===== src/rtl/ovr_resp_pkg.sv =====
package ovr_resp_pkg;

    localparam int SIG_W      = 64;
    localparam int EXP_W      = 15;
    localparam int WEXP_W     = 17;
    localparam int SH_W       = $clog2(SIG_W);
    localparam int BIAS       = 16383;
    localparam int WRAP       = 3 * 8192;
    localparam int UNF_LIMIT  = -BIAS;
    localparam int FLUSH_SPAN = SIG_W - 1;

    typedef logic signed [WEXP_W-1:0] wexp_t;

    localparam wexp_t BIAS_W      = wexp_t'(BIAS);
    localparam wexp_t WRAP_W      = wexp_t'(WRAP);
    localparam wexp_t SHIFT_BASE  = wexp_t'(UNF_LIMIT + 1);
    localparam wexp_t FLUSH_SHIFT = wexp_t'(FLUSH_SPAN + 1);

    localparam logic [SIG_W-1:0] INF_SIG = {1'b1, {(SIG_W-1){1'b0}}};

    typedef enum logic [1:0] {
        TAG_VALID   = 2'd0,
        TAG_ZERO    = 2'd1,
        TAG_SPECIAL = 2'd2
    } tag_e;

    typedef struct packed {
        logic             sign;
        logic [EXP_W-1:0] exp;
        logic [SIG_W-1:0] sig;
        tag_e             tag;
    } res_t;

    typedef struct packed {
        logic ovf;
        logic unf;
        logic prec;
        logic c1_set;
        logic c1_clr;
        logic unmasked;
    } req_t;

    localparam req_t REQ_NONE = '{default: 1'b0};

    function automatic logic [EXP_W-1:0] to_field(wexp_t value);
        return value[EXP_W-1:0];
    endfunction

endpackage


===== src/rtl/ovr_resp_rshift.sv =====
module ovr_resp_rshift #(
    parameter int W  = 64,
    parameter int SW = 6
) (
    input  logic [W-1:0]  din,
    input  logic [SW-1:0] amount,
    output logic [W-1:0]  dout
);
    logic [W-1:0] stage [SW+1];

    assign stage[0] = din;

    for (genvar k = 0; k < SW; k++) begin : g_stage
        assign stage[k+1] = amount[k] ? (stage[k] >> (1 << k)) : stage[k];
    end

    assign dout = stage[SW];
endmodule


===== src/rtl/ovr_resp_ovf.sv =====
module ovr_resp_ovf
    import ovr_resp_pkg::*;
(
    input  logic             sign,
    input  wexp_t            e,
    input  logic [SIG_W-1:0] sig,
    input  logic             masked,
    output res_t             res,
    output req_t             req
);
    wexp_t wrapped;

    always_comb begin
        wrapped = e - WRAP_W;
        req     = REQ_NONE;
        req.ovf = 1'b1;
        if (masked) begin
            res.sign   = sign;
            res.exp    = '1;
            res.sig    = INF_SIG;
            res.tag    = TAG_SPECIAL;
            req.prec   = 1'b1;
            req.c1_set = 1'b1;
        end else begin
            res.sign     = sign;
            res.exp      = to_field(wrapped);
            res.sig      = sig;
            res.tag      = TAG_VALID;
            req.unmasked = 1'b1;
        end
    end
endmodule


===== src/rtl/ovr_resp_unf.sv =====
module ovr_resp_unf
    import ovr_resp_pkg::*;
(
    input  logic             sign,
    input  wexp_t            e,
    input  logic [SIG_W-1:0] sig,
    input  logic             masked,
    output res_t             res,
    output req_t             req
);
    wexp_t             shift_full;
    wexp_t             wrapped;
    wexp_t             rebias;
    logic              flush;
    logic              denorm;
    logic [SH_W-1:0]   amount;
    logic [SIG_W-1:0]  shifted;

    always_comb begin
        shift_full = SHIFT_BASE - e;
        flush      = (shift_full >= FLUSH_SHIFT);
        denorm     = (shift_full > 0) && !flush;
        amount     = denorm ? shift_full[SH_W-1:0] : '0;
        wrapped    = e + WRAP_W + BIAS_W;
        rebias     = e + BIAS_W;
    end

    ovr_resp_rshift #(.W(SIG_W), .SW(SH_W)) u_shift (
        .din    (sig),
        .amount (amount),
        .dout   (shifted)
    );

    always_comb begin
        req      = REQ_NONE;
        req.unf  = 1'b1;
        res.sign = sign;
        if (masked) begin
            req.prec   = 1'b1;
            req.c1_clr = 1'b1;
            if (flush) begin
                res.exp = '0;
                res.sig = '0;
                res.tag = TAG_ZERO;
            end else if (denorm) begin
                res.exp = '0;
                res.sig = shifted;
                res.tag = TAG_VALID;
            end else begin
                res.exp = to_field(rebias);
                res.sig = sig;
                res.tag = TAG_VALID;
            end
        end else begin
            req.unmasked = 1'b1;
            res.exp      = to_field(wrapped);
            res.sig      = sig;
            res.tag      = TAG_VALID;
        end
    end
endmodule


===== src/rtl/ovr_resp_top.sv =====
module ovr_resp_top
    import ovr_resp_pkg::*;
(
    input  logic              clk,
    input  logic              rst,
    input  logic              in_valid,
    input  logic              in_ovf,
    input  logic              in_unf,
    input  logic              in_sign,
    input  logic [WEXP_W-1:0] in_exp,
    input  logic [SIG_W-1:0]  in_sig,
    input  logic              mask_ovf,
    input  logic              mask_unf,
    output logic              out_valid,
    output logic              out_sign,
    output logic [EXP_W-1:0]  out_exp,
    output logic [SIG_W-1:0]  out_sig,
    output logic [1:0]        out_tag,
    output logic              req_ovf,
    output logic              req_unf,
    output logic              req_prec,
    output logic              req_c1_set,
    output logic              req_c1_clr,
    output logic              out_unmasked
);
    wexp_t e;
    res_t  ovf_res, unf_res, pass_res, sel_res, res_q;
    req_t  ovf_req, unf_req, sel_req, req_q;
    logic  valid_q;

    assign e = wexp_t'(in_exp);

    ovr_resp_ovf u_ovf (
        .sign   (in_sign),
        .e      (e),
        .sig    (in_sig),
        .masked (mask_ovf),
        .res    (ovf_res),
        .req    (ovf_req)
    );

    ovr_resp_unf u_unf (
        .sign   (in_sign),
        .e      (e),
        .sig    (in_sig),
        .masked (mask_unf),
        .res    (unf_res),
        .req    (unf_req)
    );

    always_comb begin
        pass_res.sign = in_sign;
        pass_res.exp  = to_field(e + BIAS_W);
        pass_res.sig  = in_sig;
        pass_res.tag  = TAG_VALID;
    end

    // Overflow takes precedence when both flags arrive together.
    always_comb begin
        if (in_ovf) begin
            sel_res = ovf_res;
            sel_req = ovf_req;
        end else if (in_unf) begin
            sel_res = unf_res;
            sel_req = unf_req;
        end else begin
            sel_res = pass_res;
            sel_req = REQ_NONE;
        end
    end

    always_ff @(posedge clk) begin
        if (rst) begin
            valid_q <= 1'b0;
            res_q   <= '0;
            req_q   <= REQ_NONE;
        end else if (in_valid) begin
            valid_q <= 1'b1;
            res_q   <= sel_res;
            req_q   <= sel_req;
        end else begin
            valid_q <= 1'b0;
            res_q   <= '0;
            req_q   <= REQ_NONE;
        end
    end

    assign out_valid    = valid_q;
    assign out_sign     = res_q.sign;
    assign out_exp      = res_q.exp;
    assign out_sig      = res_q.sig;
    assign out_tag      = res_q.tag;
    assign req_ovf      = req_q.ovf;
    assign req_unf      = req_q.unf;
    assign req_prec     = req_q.prec;
    assign req_c1_set   = req_q.c1_set;
    assign req_c1_clr   = req_q.c1_clr;
    assign out_unmasked = req_q.unmasked;
endmodule


===== config.mk =====
export PLATFORM = sky130hd
export DESIGN_NAME = ovr_resp_top
export DESIGN_NICKNAME = d
export VERILOG_FILES = /design/src/rtl/ovr_resp_pkg.sv /design/src/rtl/ovr_resp_rshift.sv /design/src/rtl/ovr_resp_ovf.sv /design/src/rtl/ovr_resp_unf.sv /design/src/rtl/ovr_resp_top.sv
export SDC_FILE = /design/constraint.sdc
export NUM_CORES = 1
export LEC_CHECK = 0
export ABC_AREA = 1
export BUFFER_PORTS_ARGS = -buffer_cell sky130_fd_sc_hd__buf_2
export CELL_PAD_IN_SITES_DETAIL_PLACEMENT = 1
export CELL_PAD_IN_SITES_GLOBAL_PLACEMENT = 1
export CORE_MARGIN = 2
export CORE_UTILIZATION = 43
export DETAILED_ROUTE_END_ITERATION = 10
export PLACE_DENSITY_LB_ADDON = 0.1
export SLEW_MARGIN = 0
export SYNTH_ARGS = -nofsm -noshare
export SYNTH_HDL_FRONTEND = slang
export SYNTH_HIERARCHICAL = 1
export SYNTH_SLANG_ARGS = --single-unit

===== constraint.sdc =====
create_clock -name clk -period 6.8 [get_ports clk]
set_input_delay 0.34 -clock clk [delete_from_list [all_inputs] [get_ports clk]]
set_output_delay 0.34 -clock clk [all_outputs]
set_load 0.01 [all_outputs]

==> qor.yml, run 1 <==
route:
  drtPass1Iterations: 7
  drtAntennaViolNets: 0
  post_drt_wl_per_cell_um: 18.4
  drt_iter0_markers: 1063
  viasPerCell: 5.63
  drt-total-wl_um: 51500
  drc: 0
  vias: 15700
worst_setup_path:
  slowest_stage: "nor2_4"
  slowest_delay_ns: 0.68
  cp.arrival_ns: 5.43
  critPathMaxFanout: 66
  critical_path_buf_inv_count: 4
  cp-start-kind: "primary input"
  crit_type: "in -> reg"
  worstSetupEndpointType: "flop"
  worstPathRequired_ns: 7.08
  crit_family: "simple AND/OR/NAND/NOR gates"
sta:
  relSlewSlack_pct: 22.7
  rsz0062_at_grt: "no"
  worstMarginPinSlew_ns: 1.16
  setup_violations: 0
  drv_slew: 0
  fin_crit_sh_pct: 75.7
  period_needed_ns: 5.15
  fin_ws_ns: 1.65
  tns_ns: 0
  hold_viol: 0
  fmax_mhz: 194
floorplanning:
  design.die.area_um2: 31300
  die_w_um: 177
  coreArea_um2: 29600
  ioPinCount: 178
  rows: 63
  die_y_um: 177
  initial_core_util_pct: 43.5
logic_synthesis:
  postSynthRegisterBits: 89
  synth-edff-count: 0
  ys_types: 46
  synth_largest_area_cell: "nand2_1"
  synth_seq_area_share_pct: 13.9
  synthArstFlopShare_pct: 0
  synth_top_area_share_pct: 21.5
  ys_warn_count: 6
  synthCells: 2372
  synth_area_um2: 12900
  synth_area_leaders: "nand2_1 (22%), nand3_1 (21%), dfxtp_1 (14%)"
  syn_avg_cell_area_um2: 5.42
  synthFlopType: "dfxtp_1"
worst_hold_path:
  holdPathEnd: "out_sign"
  hold_path_class: "in -> reg"
  whs_path_depth: 3
  hold_start: "in_sign"
clocking:
  clkTransAtPathRegs_ns: 0.07
  cts_tree: "built"
  cts_max_level: 3
  numCtsBuffers: 9
  cts_sinks: 89
  root_buffer: "clkbuf_16"
  post_cts_resize_count: 0
  cts_hold_buf: 0
  cts_buffer_depth: 2
  post_cts_buffers: 0
power_and_ir_drop:
  p_leak_uw: 0.00769
  irDropWorstVdd_mv: 0.117
  power.density_nw_per_um2: 122
global_route:
  antenna_found_initial: 1
  grt_pass1_wl_um: 81700
  grt_max_degree: 82
  grt.total_usage_pct: 32.7
  grt_pass1_vias: 15200
  gr-total-overflow: 0
placement:
  gp_congestion: 0.953
  portBuffers: 177
  placed_cell_area_um2: 13300
  dp_hpwl_um: 37400
  dp_slack_ns: 1.41
finish:
  nets: 2488
  final_cell_area_um2: 13600
  fillers: 4416
  syn2layout_area_growth_pct: 5.61
  drive_gt1_share_pct: 14.5
status:
  status: "completed"
job:
  drv_cap: 0
==> stage by stage <==
step	hold WS, ns	std cells	utilization, %	total power (uW)
finish	0.233	2791	45.9	1660
global route	0.236	2790	45.9	1750
CTS	0.215	2790	45.9	1660
detailed placement	0.626	2774	45.0	1150
global placement	0.594	2774	45.0	1120
floorplan	0.499	2376	-	967
==> worst max-delay path by stage <==
stage / startpoint / slack, ns / cells past startpoint / end
floorplan: in_exp[0] / 3.53 / 31 / out_sig[7]
global placement: in_exp[0] / 1.61 / 27 / out_sig[5]
detailed placement: in_exp[0] / 1.41 / 27 / out_sig[5]
CTS: in_exp[0] / 1.75 / 27 / out_sig[5]
global route: in_exp[0] / 1.28 / 29 / out_sig[5]
finish: in_exp[0] / 1.65 / 27 / out_sig[5]
==> placed cells by master, fill, tap and decap left out, types with 3 or more instances in the layout <==
cell type | synthesis | routed
clkbuf_16 | 0 | 9
nand3_2 | 23 | 24
o221ai_1 | 3 | 3
nand3_1 | 531 | 530
buf_2 | 65 | 177
inv_2 | 33 | 34
ha_1 | 4 | 4
or2_1 | 14 | 14
o211ai_2 | 41 | 41
nor3_1 | 14 | 14
inv_6 | 0 | 3
dfxtp_1 | 89 | 89
nand2_1 | 737 | 737
nand2_2 | 4 | 4
o21ai_0 | 8 | 8
nor2_4 | 3 | 9
a21oi_1 | 82 | 82
nor2_2 | 12 | 12
conb_1 | 4 | 8
inv_1 | 290 | 289
buf_4 | 27 | 19
nand3b_1 | 64 | 64
xor2_1 | 19 | 19
nor2_1 | 141 | 135
o21ai_1 | 4 | 4
nand4_1 | 11 | 11
o211ai_1 | 26 | 26
a31oi_1 | 4 | 4
==> power breakdown <==
part	switching, uW	internal, uW	total, uW
sequential	6.39	545	552
combinational	403	185	588
clock	263	252	516
==> cells in the mapped netlist, drive strengths merged (3+ instances only) <==
master	n
nand2	742
nand3	554
inv	325
nor2	157
buf	142
dfxtp	89
a21oi	84
o211ai	67
nand3b	64
clkbuf	46
xor2	20
nor3	15
or2	15
o21ai	13
nand4	11
a31oi	4
conb	4
ha	4
a21boi	3
o221a	3
o221ai	3
==> layer usage <==
layer / vias up / global-route usage [%] / share of wire (%)
li1: 7603 / - / -
met4: 0 / 11.0 / 2.9
met5: - / 0 / 0
met2: 454 / 55.0 / 47
met1: 7562 / 42.4 / 45
met3: 89 / 5.41 / 5.6
==> sequential cells by signal (all words and copies together), names as in the netlist <==
name and cells:
out_valid 1, out_exp 15, out_sign 1, req_ovf 1, req_unf 1, out_sig 64
out_tag 2, req_c1_clr 1, req_c1_set 1, req_prec 1, out_unmasked 1
==> final cells by class <==
type,instances,area [um^2],area share (%)
multi-input cells,1774,8770,64.6
flip-flops and latches,89,1780,13.1
inverters,325,1220,9.02
repair buffers,196,1030,7.58
well taps,390,488,3.59
clock buffers,10,229,1.69
clock inverters,6,47.5,0.350
diodes,1,2.50,0.0184
==> cell families (layout without fill, tap and decap cells) <==
group	count (synthesis)	in the layout	share of synthesized area [%]
AND/OR/NAND/NOR	1560	1560	55.1
buffers and inverters	513	537	18.5
AO/OA/AOI/OAI	180	180	10.4
flip-flops	89	89	13.9
adder cells (fa/ha/maj)	4	4	0.389
other	4	9	0.117
XOR/XNOR	22	22	1.56
Note: power is estimated with default switching activity, not from simulation.
==> run 2, diff against run 1 <==
Settings changed: CORE_UTILIZATION 43 to 36.
Clock period 6.8 ns to 4.71 ns, I/O delays scaled along.
==> qor.yml, run 2 (synthesis gave the netlist of run 1 again) <==
status:
  status: "completed"
route:
  drtPass1Iterations: 7
  drc: 0
  vias: 15500
  post_drt_wl_per_cell_um: 19.0
  viasPerCell: 5.40
  drt-total-wl_um: 54600
  drt_iter0_markers: 1054
  drtAntennaViolNets: 0
placement:
  portBuffers: 177
  gp_congestion: 0.950
  dp_hpwl_um: 40900
clocking:
  cts_tree: "built"
  post_cts_resize_count: 0
  cts_max_level: 3
  clkTransAtPathRegs_ns: 0.08
  post_cts_buffers: 0
  cts_buffer_depth: 2
  numCtsBuffers: 9
  cts_sinks: 89
  root_buffer: "clkbuf_16"
  cts_hold_buf: 0
global_route:
  gr-total-overflow: 0
  grt_pass1_vias: 15100
  grt_max_degree: 81
  grt_pass1_wl_um: 85900
  antenna_found_initial: 1
  grt.total_usage_pct: 29.4
finish:
  syn2layout_area_growth_pct: 7.82
  diodes: 0
  final_common_cell: "nand2_1"
  final_core_util_pct: 39.2
  nets: 2503
  largest_reg_flops: 64
  fillers: 5061
  drive_gt1_share_pct: 15.0
  most-common-layout-cells: "nand2_1 (737), nand3_1 (530), inv_1 (289)"
sta:
  rsz0062_at_grt: "no"
  setup_violations: 0
  relSlewSlack_pct: 24.1
  hold_viol: 0
  period_needed_ns: 4.26
  drv_slew: 0
  fin_crit_sh_pct: 90.4
  fin_hold_ws_ns: 0.141
  fmax_mhz: 235
  tns_ns: 0
  worstMarginPinSlew_ns: 1.14
worst_hold_path:
  hold_path_class: "in -> reg"
  hold_start: "in_sign"
  holdPathEnd: "out_sign"
  whs_path_depth: 3
worst_setup_path:
  critPathMaxFanout: 25
  cp.arrival_ns: 4.54
  cp-start-kind: "primary input"
  worstPathRequired_ns: 4.99
  crit_type: "in -> reg"
  worstSetupEndpointType: "flop"
floorplanning:
  coreArea_um2: 35400
  die_y_um: 193
  design.die.area_um2: 37200
  die_w_um: 193
  ioPinCount: 178
  initial_core_util_pct: 36.3
  rows: 69
job:
  drv_cap: 0
power_and_ir_drop:
  power.density_nw_per_um2: 176
  p_leak_uw: 0.00779
  irDropWorstVdd_mv: 0.184
run 2: changes by cell type in the layout (fill, tap and decap cells not counted), sizes merged:
cell,delta
bufinv,+1
buf,+15
diode,-1
clkbuf,-1
run 2: where the power goes:
part | switching (uW) | total [uW] | internal [uW] | leakage (uW)
Sequential | 8.45 | 796 | 787 | 0.000730
Combinational | 583 | 855 | 272 | 0.00691
Clock | 367 | 783 | 416 | 0.000147
Total | 959 | 2430 | 1470 | 0.00779
run 2: layer usage:
metal	global-route usage, %	vias up	routed length (um)
met4	6.00	0	663
met3	2.53	34	2250
met1	40.2	7509	25700
li1	-	7626	-
met2	50.2	351	26000
met5	0	-	0
run 2: how the worst max path moves through the flow:
stage | from | to | slack, ns
after floorplan | in_exp[0] | out_sig[7] | 1.55
after global placement | in_exp[0] | out_sig[35] | 0.17
after detailed placement | in_exp[0] | out_sig[35] | 0.11
after CTS | in_exp[0] | out_sig[35] | 0.50
after global routing | in_exp[0] | out_sig[19] | 0.06
final | in_exp[0] | out_sig[35] | 0.45
run 2: worst max-delay path, cell delays in order:
cell and delay, ns:
buf_2 0.17, ha_1 0.24, inv_1 0.09, nand2_1 0.14, o21bai_1 0.17, nand2_1 0.10
nor2_1 0.11, nand3_1 0.16, nor2_1 0.22, nand3_2 0.25, nor2_4 0.33, inv_2 0.26
buf_4 0.28, nand2_1 0.09, nand3_1 0.13, nand3_1 0.17, nand3_1 0.12, nand2_1 0.16
nand2_1 0.09, nand2_1 0.23, nor2_1 0.07, nand3b_1 0.17, nand3_1 0.13, a21oi_1 0.08
nand2_1 0.07, nand3_1 0.10, o211ai_2 0.08, inv_1 0.06
run 2: stage by stage:
stage,area [um^2],std cells,power [uW],worst slack (ns)
floorplan,12900,2376,1400,1.55
global placement,13600,2860,1650,0.175
detailed placement,13600,2860,1670,0.108
CTS,13900,2876,2470,0.500
global route,13900,2876,2590,0.0600
finish,13900,2876,2430,0.450
run 2: final cells by class:
cell class / instances / area [um^2] / share of cell area, %
flip-flops and latches: 89 / 1780 / 12.9
clock buffers: 9 / 225 / 1.62
multi-input cells: 1774 / 8770 / 63.3
inverters: 325 / 1220 / 8.84
clock inverters: 7 / 73.8 / 0.533
repair buffers: 211 / 1200 / 8.68
well taps: 461 / 577 / 4.16
==> run 3, diff against run 2 <==
Settings changed: PLACE_DENSITY set to 0.86, PLACE_DENSITY_LB_ADDON 0.1 to not set.
==> qor.yml, run 3 (synthesis gave the netlist of run 1 again) <==
clocking:
  cts_max_level: 3
  cts_sinks: 89
  post_cts_resize_count: 0
  cts_tree: "built"
  cts_buffer_depth: 2
  post_cts_buffers: 0
  numCtsBuffers: 9
  root_buffer: "clkbuf_16"
  clkTransAtPathRegs_ns: 0.09
  cts_hold_buf: 0
route:
  viasPerCell: 5.43
  drc: 0
  drtPass1Iterations: 5
  drt_iter0_markers: 1181
  post_drt_wl_per_cell_um: 18.3
  drt-total-wl_um: 52500
  vias: 15600
  drtAntennaViolNets: 0
placement:
  placed_cell_area_um2: 13500
  dp_hpwl_um: 38500
  gp_congestion: 0.942
  portBuffers: 177
global_route:
  gr-total-overflow: 0
  grt_pass1_vias: 14800
  antenna_found_initial: 1
  grt_max_degree: 79
  grt.total_usage_pct: 28.2
  grt_pass1_wl_um: 82500
worst_setup_path:
  worstPathRequired_ns: 5.06
  critPathMaxFanout: 64
  cp-start-kind: "primary input"
  cp.arrival_ns: 4.65
  crit_type: "in -> reg"
  worstSetupEndpointType: "flop"
status:
  status: "completed"
finish:
  drive_gt1_share_pct: 14.7
  syn2layout_area_growth_pct: 7.14
  diodes: 0
  final_cell_area_um2: 13800
  largest_reg_flops: 64
  final_common_cell: "nand2_1"
  nets: 2496
  most-common-layout-cells: "nand2_1 (737), nand3_1 (530), inv_1 (289)"
floorplanning:
  rows: 69
  die_w_um: 193
  design.die.area_um2: 37200
  coreArea_um2: 35400
  die_y_um: 193
  initial_core_util_pct: 36.3
  ioPinCount: 178
sta:
  fin_crit_sh_pct: 91.2
  fmax_mhz: 233
  drv_slew: 0
  rsz0062_at_grt: "no"
  tns_ns: 0
  hold_viol: 0
  relSlewSlack_pct: 16.3
  setup_violations: 0
  worstMarginPinSlew_ns: 1.25
  period_needed_ns: 4.29
power_and_ir_drop:
  irDropWorstVdd_mv: 0.205
  p_leak_uw: 0.00774
  power.density_nw_per_um2: 174
job:
  drv_cap: 0
worst_hold_path:
  hold_path_class: "in -> reg"
run 3: worst max-delay path, stage by stage:
cell and delay, ns:
buf_2 0.17, nor2_2 0.16, inv_2 0.07, nor2_4 0.17, xor2_1 0.42, nand3_2 0.15, nand3_2 0.18, buf_4 0.46
nor2_4 0.09, inv_4 0.49, nand2_1 0.19, nor2_1 0.23, nand2_1 0.10, a21boi_1 0.17, nor3_1 0.44, nand3b_1 0.18
nand3_1 0.09, a21oi_1 0.17, nand2_1 0.06, nand3_1 0.12, o211ai_1 0.12, inv_2 0.07
run 3: path summary, 6_finish.rpt:
check                      from          end  slack, ns  cells past startpoint
worst max-delay path  in_exp[4]  out_sig[54]       0.42                     22
worst min-delay path    in_sign     out_sign       0.11                      3
run 3: power by group:
group / switching (uW) / internal [uW]
registers: 8.52 / 787
clock network: 388 / 365
logic: 577 / 270
total: 974 / 1420
run 3: layout make-up:
cell class | instances | area [um^2]
clock buffer | 10 | 229
clock inverter | 6 | 48.8
fill | 5071 | 21600
inverter | 325 | 1220
multi-input combinational | 1774 | 8770
sequential | 89 | 1780
tap | 461 | 577
timing repair buffer | 204 | 1140
run 3: routing by layer:
layer / wire (um) / share of wire, % / GRT usage, % / vias to the layer above
met5: 7 / 0.013 / 0 / -
met4: 1100 / 2.1 / 7.08 / 2
met3: 2710 / 5.2 / 3.66 / 59
met2: 24500 / 47 / 47.2 / 460
met1: 24200 / 46 / 38.1 / 7442
li1: - / - / - / 7609
run 3: through the flow:
step	total power (uW)	hold WS [ns]	setup WS, ns	util (%)	instances
after floorplan	1400	0.395	1.55	-	2376
after global placement	1620	0.499	0.189	38.1	2853
after detailed placement	1650	0.504	0.0857	38.1	2853
after CTS	2430	0.102	0.478	38.9	2869
after global routing	2560	0.119	0.0837	38.9	2869
final	2400	0.113	0.416	38.9	2869
